## src/rtl/mcd_pkg.sv

```systemverilog
package mcd_pkg;
    localparam int NUM_OUT = 5;
    localparam int SEL_W   = 4;
    localparam int RW      = 5;
    localparam int DLY_W   = 3;
    localparam int HIST_W  = (1 << DLY_W) + 1;
    localparam int IDX_W   = $clog2(HIST_W);
    localparam int CPU_DLY = 4;

    localparam int OUT_CPU  = 0;
    localparam int OUT_MEM  = 1;
    localparam int OUT_HUB  = 2;
    localparam int OUT_PCI  = 3;
    localparam int OUT_APIC = 4;

    typedef logic [RW-1:0] ratio_t;

    typedef enum logic {CFG_STEADY, CFG_PENDING} cfg_state_t;
    typedef enum logic {GATE_ON, GATE_OFF} gate_state_t;
endpackage

```

## src/rtl/mcd_ratio_decode.sv

```systemverilog
module mcd_ratio_decode
    import mcd_pkg::*;
(
    input  logic [SEL_W-1:0]              sel,
    output logic [NUM_OUT-1:0][RW-1:0]    ratios
);
    ratio_t cpu_r, mem_r, hub_r;

    always_comb begin
        if (sel[3]) begin
            cpu_r = RW'(2);
            mem_r = sel[2] ? RW'(4) : RW'(2);
            hub_r = sel[2] ? RW'(6) : RW'(4);
        end else begin
            hub_r = RW'(6);
            unique case (sel[2:0])
                3'd0: begin cpu_r = RW'(4); mem_r = RW'(4); end
                3'd1: begin cpu_r = RW'(3); mem_r = RW'(3); end
                3'd2: begin cpu_r = RW'(2); mem_r = RW'(3); end
                3'd3: begin cpu_r = RW'(2); mem_r = RW'(2); end
                3'd4: begin cpu_r = RW'(6); mem_r = RW'(4); end
                3'd5: begin cpu_r = RW'(3); mem_r = RW'(4); end
                3'd6: begin cpu_r = RW'(6); mem_r = RW'(3); end
                default: begin cpu_r = RW'(4); mem_r = RW'(3); end
            endcase
        end
    end

    always_comb begin
        ratios[OUT_CPU]  = cpu_r;
        ratios[OUT_MEM]  = mem_r;
        ratios[OUT_HUB]  = hub_r;
        ratios[OUT_PCI]  = hub_r << 1;
        ratios[OUT_APIC] = hub_r << 2;
    end


    always_comb begin
        ratio_legal_chk: assert (cpu_r inside {RW'(2), RW'(3), RW'(4), RW'(6)});
    end
endmodule

```

## src/rtl/mcd_wave_gen.sv

```systemverilog
module mcd_wave_gen
    import mcd_pkg::*;
(
    input  logic          clk,
    input  logic          rst,
    input  ratio_t        ratio,
    input  logic          en,
    output ratio_t        cnt_o,
    output logic [1:0]    pair_o
);
    ratio_t      cnt_q;
    gate_state_t gate_q, gate_d;
    logic        period_end;
    logic        gate_on;

    assign period_end = (cnt_q >= ratio - RW'(1));

    always_ff @(posedge clk) begin
        if (rst) begin
            cnt_q <= '0;
        end else begin
            cnt_q <= period_end ? '0 : cnt_q + RW'(1);
        end
    end

    always_ff @(posedge clk) begin
        if (rst) begin
            gate_q <= GATE_ON;
        end else begin
            gate_q <= gate_d;
        end
    end

    always_comb begin
        gate_d = gate_q;
        unique case (gate_q)
            GATE_ON:  if (period_end && !en) gate_d = GATE_OFF;
            GATE_OFF: if (period_end && en)  gate_d = GATE_ON;
            default:  gate_d = GATE_ON;
        endcase
    end

    always_comb begin
        gate_on   = (gate_q == GATE_ON);
        pair_o[1] = gate_on && ({cnt_q, 1'b0} < {1'b0, ratio});
        pair_o[0] = gate_on && ({cnt_q, 1'b1} < {1'b0, ratio});
        cnt_o     = cnt_q;
    end


    cnt_range_chk: assert property (@(posedge clk) disable iff (rst)
        cnt_q < ratio);


    gate_move_chk: assert property (@(posedge clk) disable iff (rst)
        !$stable(gate_q) |-> (cnt_q == '0));
endmodule

```

## src/rtl/mcd_skew_line.sv

```systemverilog
module mcd_skew_line
    import mcd_pkg::*;
(
    input  logic             clk,
    input  logic             rst,
    input  logic [1:0]       pair_i,
    input  logic [DLY_W-1:0] dly,
    output logic             wave_o
);
    logic [HIST_W-1:0] hist_q;
    logic [IDX_W-1:0]  lo_idx, hi_idx;

    always_ff @(posedge clk) begin
        if (rst) begin
            hist_q <= '0;
        end else begin
            hist_q <= {hist_q[HIST_W-3:0], pair_i};
        end
    end

    assign lo_idx = IDX_W'(dly);
    assign hi_idx = IDX_W'(dly) + IDX_W'(1);
    assign wave_o = clk ? hist_q[hi_idx] : hist_q[lo_idx];
endmodule

```

## src/rtl/multi_clk_divider.sv

```systemverilog
module multi_clk_divider
    import mcd_pkg::*;
(
    input  logic             clk_vco,
    input  logic             rst,
    input  logic [3:0]       div_sel,
    input  logic [2:0]       mem_skew,
    input  logic [2:0]       hub_skew,
    input  logic [4:0]       out_en,
    output logic             cpu_clk,
    output logic             mem_clk,
    output logic             hub_clk,
    output logic             pci_clk,
    output logic             apic_clk
);
    cfg_state_t              cfg_state_q, cfg_state_d;
    logic [SEL_W-1:0]        code_q;
    logic [DLY_W-1:0]        mskew_q, hskew_q;
    logic [NUM_OUT-1:0][RW-1:0] ratios;
    ratio_t                  cnt_w [NUM_OUT];
    logic [NUM_OUT-1:0]      wave_w;
    logic                    frame_wrap;
    logic                    differ;
    logic                    load_cfg;

    mcd_ratio_decode u_decode (
        .sel    (code_q),
        .ratios (ratios)
    );

    assign frame_wrap = (cnt_w[OUT_APIC] == ratios[OUT_APIC] - RW'(1));
    assign differ     = (div_sel != code_q) || (mem_skew != mskew_q) ||
                        (hub_skew != hskew_q);

    always_ff @(posedge clk_vco) begin
        if (rst) begin
            cfg_state_q <= CFG_STEADY;
        end else begin
            cfg_state_q <= cfg_state_d;
        end
    end

    always_comb begin
        cfg_state_d = cfg_state_q;
        unique case (cfg_state_q)
            CFG_STEADY:  if (differ && !frame_wrap) cfg_state_d = CFG_PENDING;
            CFG_PENDING: if (frame_wrap)            cfg_state_d = CFG_STEADY;
            default:     cfg_state_d = CFG_STEADY;
        endcase
    end

    always_comb begin
        unique case (cfg_state_q)
            CFG_STEADY:  load_cfg = frame_wrap && differ;
            CFG_PENDING: load_cfg = frame_wrap;
            default:     load_cfg = 1'b0;
        endcase
    end

    always_ff @(posedge clk_vco) begin
        if (rst) begin
            code_q  <= '0;
            mskew_q <= DLY_W'(CPU_DLY);
            hskew_q <= DLY_W'(CPU_DLY);
        end else if (load_cfg) begin
            code_q  <= div_sel;
            mskew_q <= mem_skew;
            hskew_q <= hub_skew;
        end
    end

    for (genvar k = 0; k < NUM_OUT; k++) begin : g_out
        logic [1:0]       pair;
        logic [DLY_W-1:0] dly;

        if (k == OUT_CPU) begin : g_cpu
            assign dly = DLY_W'(CPU_DLY);
        end else if (k == OUT_MEM) begin : g_mem
            assign dly = mskew_q;
        end else begin : g_hub
            assign dly = hskew_q;
        end

        mcd_wave_gen u_wave (
            .clk    (clk_vco),
            .rst    (rst),
            .ratio  (ratios[k]),
            .en     (out_en[k]),
            .cnt_o  (cnt_w[k]),
            .pair_o (pair)
        );

        mcd_skew_line u_skew (
            .clk    (clk_vco),
            .rst    (rst),
            .pair_i (pair),
            .dly    (dly),
            .wave_o (wave_w[k])
        );
    end

    assign cpu_clk  = wave_w[OUT_CPU];
    assign mem_clk  = wave_w[OUT_MEM];
    assign hub_clk  = wave_w[OUT_HUB];
    assign pci_clk  = wave_w[OUT_PCI];
    assign apic_clk = wave_w[OUT_APIC];


    frame_align_chk: assert property (@(posedge clk_vco) disable iff (rst)
        frame_wrap |=> (cnt_w[OUT_CPU] == '0 && cnt_w[OUT_MEM] == '0 &&
                        cnt_w[OUT_HUB] == '0 && cnt_w[OUT_PCI] == '0));


    cfg_hold_chk: assert property (@(posedge clk_vco) disable iff (rst)
        (cfg_state_q == CFG_PENDING && !frame_wrap) |=>
            ($stable(code_q) && $stable(mskew_q) && $stable(hskew_q)));
endmodule

```

## config.mk

```make
export PLATFORM = sky130hd
export DESIGN_NAME = multi_clk_divider
export DESIGN_NICKNAME = d
export VERILOG_FILES = /design/src/rtl/mcd_pkg.sv /design/src/rtl/mcd_ratio_decode.sv /design/src/rtl/mcd_wave_gen.sv /design/src/rtl/mcd_skew_line.sv /design/src/rtl/multi_clk_divider.sv
export SDC_FILE = /design/constraint.sdc
export NUM_CORES = 1
export LEC_CHECK = 0
export BUFFER_PORTS_ARGS = -buffer_cell sky130_fd_sc_hd__buf_4
export CORE_MARGIN = 3
export CORE_UTILIZATION = 30
export CTS_CLUSTER_DIAMETER = 100
export DETAILED_ROUTE_END_ITERATION = 7
export HOLD_SLACK_MARGIN = 0.02
export MAX_ROUTING_LAYER = met4
export PLACE_DENSITY = 0.44
export SYNTH_ARGS = -nofsm -noshare
export SYNTH_HDL_FRONTEND = slang
export SYNTH_SLANG_ARGS = --single-unit
```

## constraint.sdc

```tcl
create_clock -name clk_vco -period 4.3 [get_ports clk_vco]
set_clock_uncertainty 0.1 [all_clocks]
set_input_delay 0.86 -clock clk_vco [delete_from_list [all_inputs] [get_ports clk_vco]]
set_output_delay 0.86 -clock clk_vco [all_outputs]
set_load 0.1 [all_outputs]
```

## Word level (Yosys, flattened, before mapping)

Index checks and enable logic that the tools add are counted.

- Muxes and demuxes: 47
- Equal/unequal tests: 10
- Bitwise logic cells: 6
- Add/subtract/negate cells: 12
- Reduce and logical (&&, ||, !) cells: 40
- $lt $le $gt $ge: 19

Operators with widths:

| cell | number |
|---|---|
| 6-bit by 5-bit less-than comparator with 1-bit output | 8 |
| 5-bit by 1-bit adder with 5-bit output (second input constant) | 5 |
| 5-bit greater-or-equal comparator | 5 |
| 1-bit two-way mux | 25 |
| 1-bit logical AND | 22 |
| 5-bit by 1-bit subtractor with 5-bit output (second input constant) | 4 |
| 1-bit binary-select mux with 4-bit select | 4 |
| 2-bit OR reduction | 8 |
| 1-bit one-hot mux with 2 select lines | 7 |
| 1-bit binary-select mux with 3-bit select | 4 |
| 6-bit by 3-bit less-than comparator with 1-bit output | 2 |
| 3-bit by 5-bit less-than comparator with 1-bit output (second input constant) | 2 |
| 4-bit by 5-bit less-than comparator with 1-bit output (second input constant) | 2 |
| 5-bit two-way mux | 2 |
| 3-bit equality test (second input constant) | 3 |
| 3-bit one-hot mux with 3 select lines | 1 |
| 3-bit by 1-bit adder with 4-bit output (second input constant) | 2 |
| 3-bit by 2-bit equality test with 1-bit output (second input constant) | 2 |
| 1-bit logical NOT | 6 |
| 3-bit two-way mux | 2 |
| 3-bit inequality test | 2 |
| 1-bit inverter | 6 |
| 3-bit one-hot mux with 2 select lines | 1 |
| 5-bit equality test | 1 |
| other kinds (7) | 8 |

- Output and inout port bits: 5
- Bits in registers: 83
- Logic and storage cells: 153
- Bits of input ports: 17

## Logic depth before layout (Yosys ltp)

- Word-level depth: 9
- Gate-level depth with buffers: 13
- Depth with buffers taken out: 12

## Modules after synthesis

A second synthesis with hierarchy kept.

- Cells, all modules: 581
- Area, all modules: 5761.8 um^2

By module, submodules not included:

| module | cells each | area an instance (um^2) | instances |
|---|---|---|---|
| mcd_wave_gen | 60 | 531.8 | 5 |
| mcd_skew_line | 35 | 431.7 | 5 |
| multi_clk_divider | 72 | 700.7 | 1 |
| mcd_ratio_decode | 34 | 244.0 | 1 |

==> metrics.md <==
| Metric | Value |
|---|---|
| Post-Syn Area | `3540 sq um` |
| Worst-path clk slew | `0.06 ns` |
| Chip width | `115 um` |
| CTS tree | `done` |
| Critical path peak fanout | `4` |
| Finished Core Util | `37.4%` |
| IO buf count | `21` |
| Syn Area/Cell | `9.84 sq um` |
| Total vias in the final route | `2,476` |
| PwrDens | `568 nW/um^2` |
| Synth cell count leaders | `dfxtp_1 (71), nor2_1 (34), ha_1 (31), nor2b_1 (24), a21oi_1 (20)` |
| Post-DR wirelength/cell | `approximately 13 um` |
| Status | `complete, no violations` |
| Remaining DRCs | `0` |
| Endpoint of the worst hold path | `g_out[0].u_skew.hist_q[2]` |
| Static Leak | `1.83 nW` |
| Relative slew margins | `59.9%` |
| Layout fillers | `1,144` |
| Post-DRT Antenna Nets | `0` |
| R2R setup slack | `1.55 ns` |
| Sequential fraction of the synthesis area | `between 40% and 50%` |
| Fin cells | `about 530` |
| Starting DRT DRC Count | `132` |
| Vias/cell | `roughly 4.7` |
| Ratio of cells with drive above 1 in the final layout | `15.4%` |
| Pre-CTS WS | `~0.70 ns` |
| Fin Setup TNS | `0 ns` |
| Fin Hold WS | `0.337 ns` |
| Initial Util | `30.9%` |
| Final worst setup slack | `0.360 ns` |
| Compound-Gate Fraction of Synth Area | `between 10% and 20%` |
| GRT busiest layer | `met2` |
| Synth unique cells | `46` |
| Critical path arrival | `2.98 ns` |
| Number of synthesized flops with an enable pin | `0` |
| Die area | `13,200 sq um` |
| Worst EP required | `between 3 and 4 ns` |
| Largest net degree at the start of global routing | `57` |
| Initial antenna violation count | `0` |
| Final hold violations | `0` |
| Worst Hold Path Cells | `1` |
| Main synth FF type | `dfxtp_1` |
| Post-CTS sizing | `0` |
| Worst-Margin Slew | `0.602 ns` |
| Met3 Use GR | `around 4%` |
| Met2 usage | `between 15 and 20%` |
| Post-synthesis mux area share | `between 8 and 9%` |
| Fin nets | `431` |
| First-pass GRT wire length | `11,900 um` |
| 1st-pass router iterations | `4` |
| I/O pin cnt | `22` |
| Area delta synth->final | `21.1%` |
| Vias in the first global route | `~2,500` |
| Largest family of logic cells by synthesized area | `simple AND/OR/NAND/NOR gates` |
| Area of the core | `between 10,000 and 15,000 sq um` |
| Flops & latches, synth | `71` |
| Min-delay worst type | `flop to flop` |
| Clock Latency Late Sink | `0.44 ns` |
| Top cells by area, synth | `dfxtp_1 (40%), ha_1 (11%), xor2_1 (4.4%)` |
| Die height | `between 100 and 150 um` |
| Reg2reg end | `g_out[2].dly[1]` |
| Top-count cell post-synth | `dfxtp_1` |
| Critical path class | `clock port to output port` |
| Synthesis Warnings | `0` |
| Final setup fails | `0` |
| Simple-Gate Fraction of Synth Area | `around 18%` |
| IR drop worst, VDD | `0.884 mV` |
| Grt ovf | `0` |
| Cells on worst reg2reg path | `8` |
| Hold_buf cts | `0` |
| Post-CTS Setup Bufs | `0` |
| Asr flop ratio synth | `0%` |
| Detail Placement HPWL | `approximately 4800 um` |
| Crit path capture type | `output port` |
| All-Layer GR Usage | `between 10% and 20%` |
| Gpl congestion | `0.762` |
| CP Launch Type | `clock port` |
| Dpl cells | `511` |
| Cell taking the most area after synthesis | `dfxtp_1` |
| Rows | `39` |
| Post-Route WL | `between 6000 and 7000 um` |
| RSZ-0062 raised after global routing | `no` |
| Synth Area in XOR/XNOR | `under 10%` |
| GR Util met1 | `15.3%` |
| Antenna Cells | `0` |
| FF-to-FF Start | `code_q[3]` |
| Fin. max-slew vios | `0` |
| Syn Inst Count | `360` |
| Min-delay src | `g_out[0].u_skew.hist_q[0]` |
| Share of the synthesized area in the top cell type | `40.1%` |
| Max Cap Viol | `0` |
| Post-Synth Adder-Cell Area | `between 10% and 20%` |
## power by group
part | switching [mW] | total, mW | internal [mW]
registers | 0.0294 | 0.726 | 0.696
logic | 0.0577 | 0.122 | 0.0642
clock network | 0.695 | 1.59 | 0.897
total | 0.782 | 2.44 | 1.66
## logic make-up after synthesis
| logic type | after synthesis |
|---|---|
| muxes | 19 |
| AOI/OAI and AO/OA | 57 |
| buffers and inverters | 32 |
| xor gates and xnor gates | 25 |
| and+or+nand+nor | 123 |
| adders and majority gates | 31 |
| other | 2 |
| DFF | 71 |
## sequential cells by signal, summed over array words and instances (netlist names), named ones only
register	count
cfg_state_q	1
g_out.dly	6
g_out.u_wave.cnt_o	25
code_q	4
g_out.u_skew.hist_q	30
## critical path: stages
cell	delay (ns)
clkbuf_16	0.13
clkbuf_16	0.15
a211oi_1	0.25
a41oi_2	0.06
buf_4	0.25
## worst max-delay path by stage
stage / end / slack [ns] / startpoint
2_1_floorplan: hub_clk / 0.07 / clk_vco
3_3_place_gp: mem_clk / 0.70 / clk_vco
3_5_place_dp: mem_clk / 0.70 / clk_vco
4_1_cts: mem_clk / 0.35 / clk_vco
5_1_grt: mem_clk / 0.33 / clk_vco
6_report: mem_clk / 0.36 / clk_vco
## placed cells by master (no fill, tap or decap), drive strengths merged, types with 3 or more instances in the layout
cell type	Yosys	layout
dfxtp	71	71
nor2	34	34
ha	31	31
nor2b	24	24
buf	7	21
a21oi	20	20
nand2	19	19
xor2	19	19
inv	17	17
clkbuf	8	14
nor3	13	13
nand3	12	12
a211oi	8	8
a21o	8	8
mux4	8	8
o21ai	7	7
mux2i	7	7
xnor2	6	6
mux2	4	4
nand2b	4	4
conb	2	4
bufinv	0	4
nor4	4	4
and2	3	3
and3	3	3
## final cells by class
type,count,area (sq um),area share (%)
sequential,71,1420,33.1
clock buffer,19,377,8.78
inverter,17,63.8,1.49
clock inverter,7,138,3.21
timing repair buffer,16,120,2.80
tap,143,179,4.17
multi-input combinational,259,1990,46.4
## routing by layer
metal,routed length [um],up-vias
met3,338,16
met4,196,0
met1,3430,1113
met5,0,-
met2,2910,39
li1,-,1308
## per-stage QoR
stage,power (mW),area [sq um]
2_1_floorplan,1.22,3560
3_3_place_gp,1.30,3810
3_5_place_dp,1.30,3810
4_1_cts,2.48,4290
5_1_grt,2.54,4290
6_report,2.44,4290
Note: power is estimated with default switching activity, not from simulation.
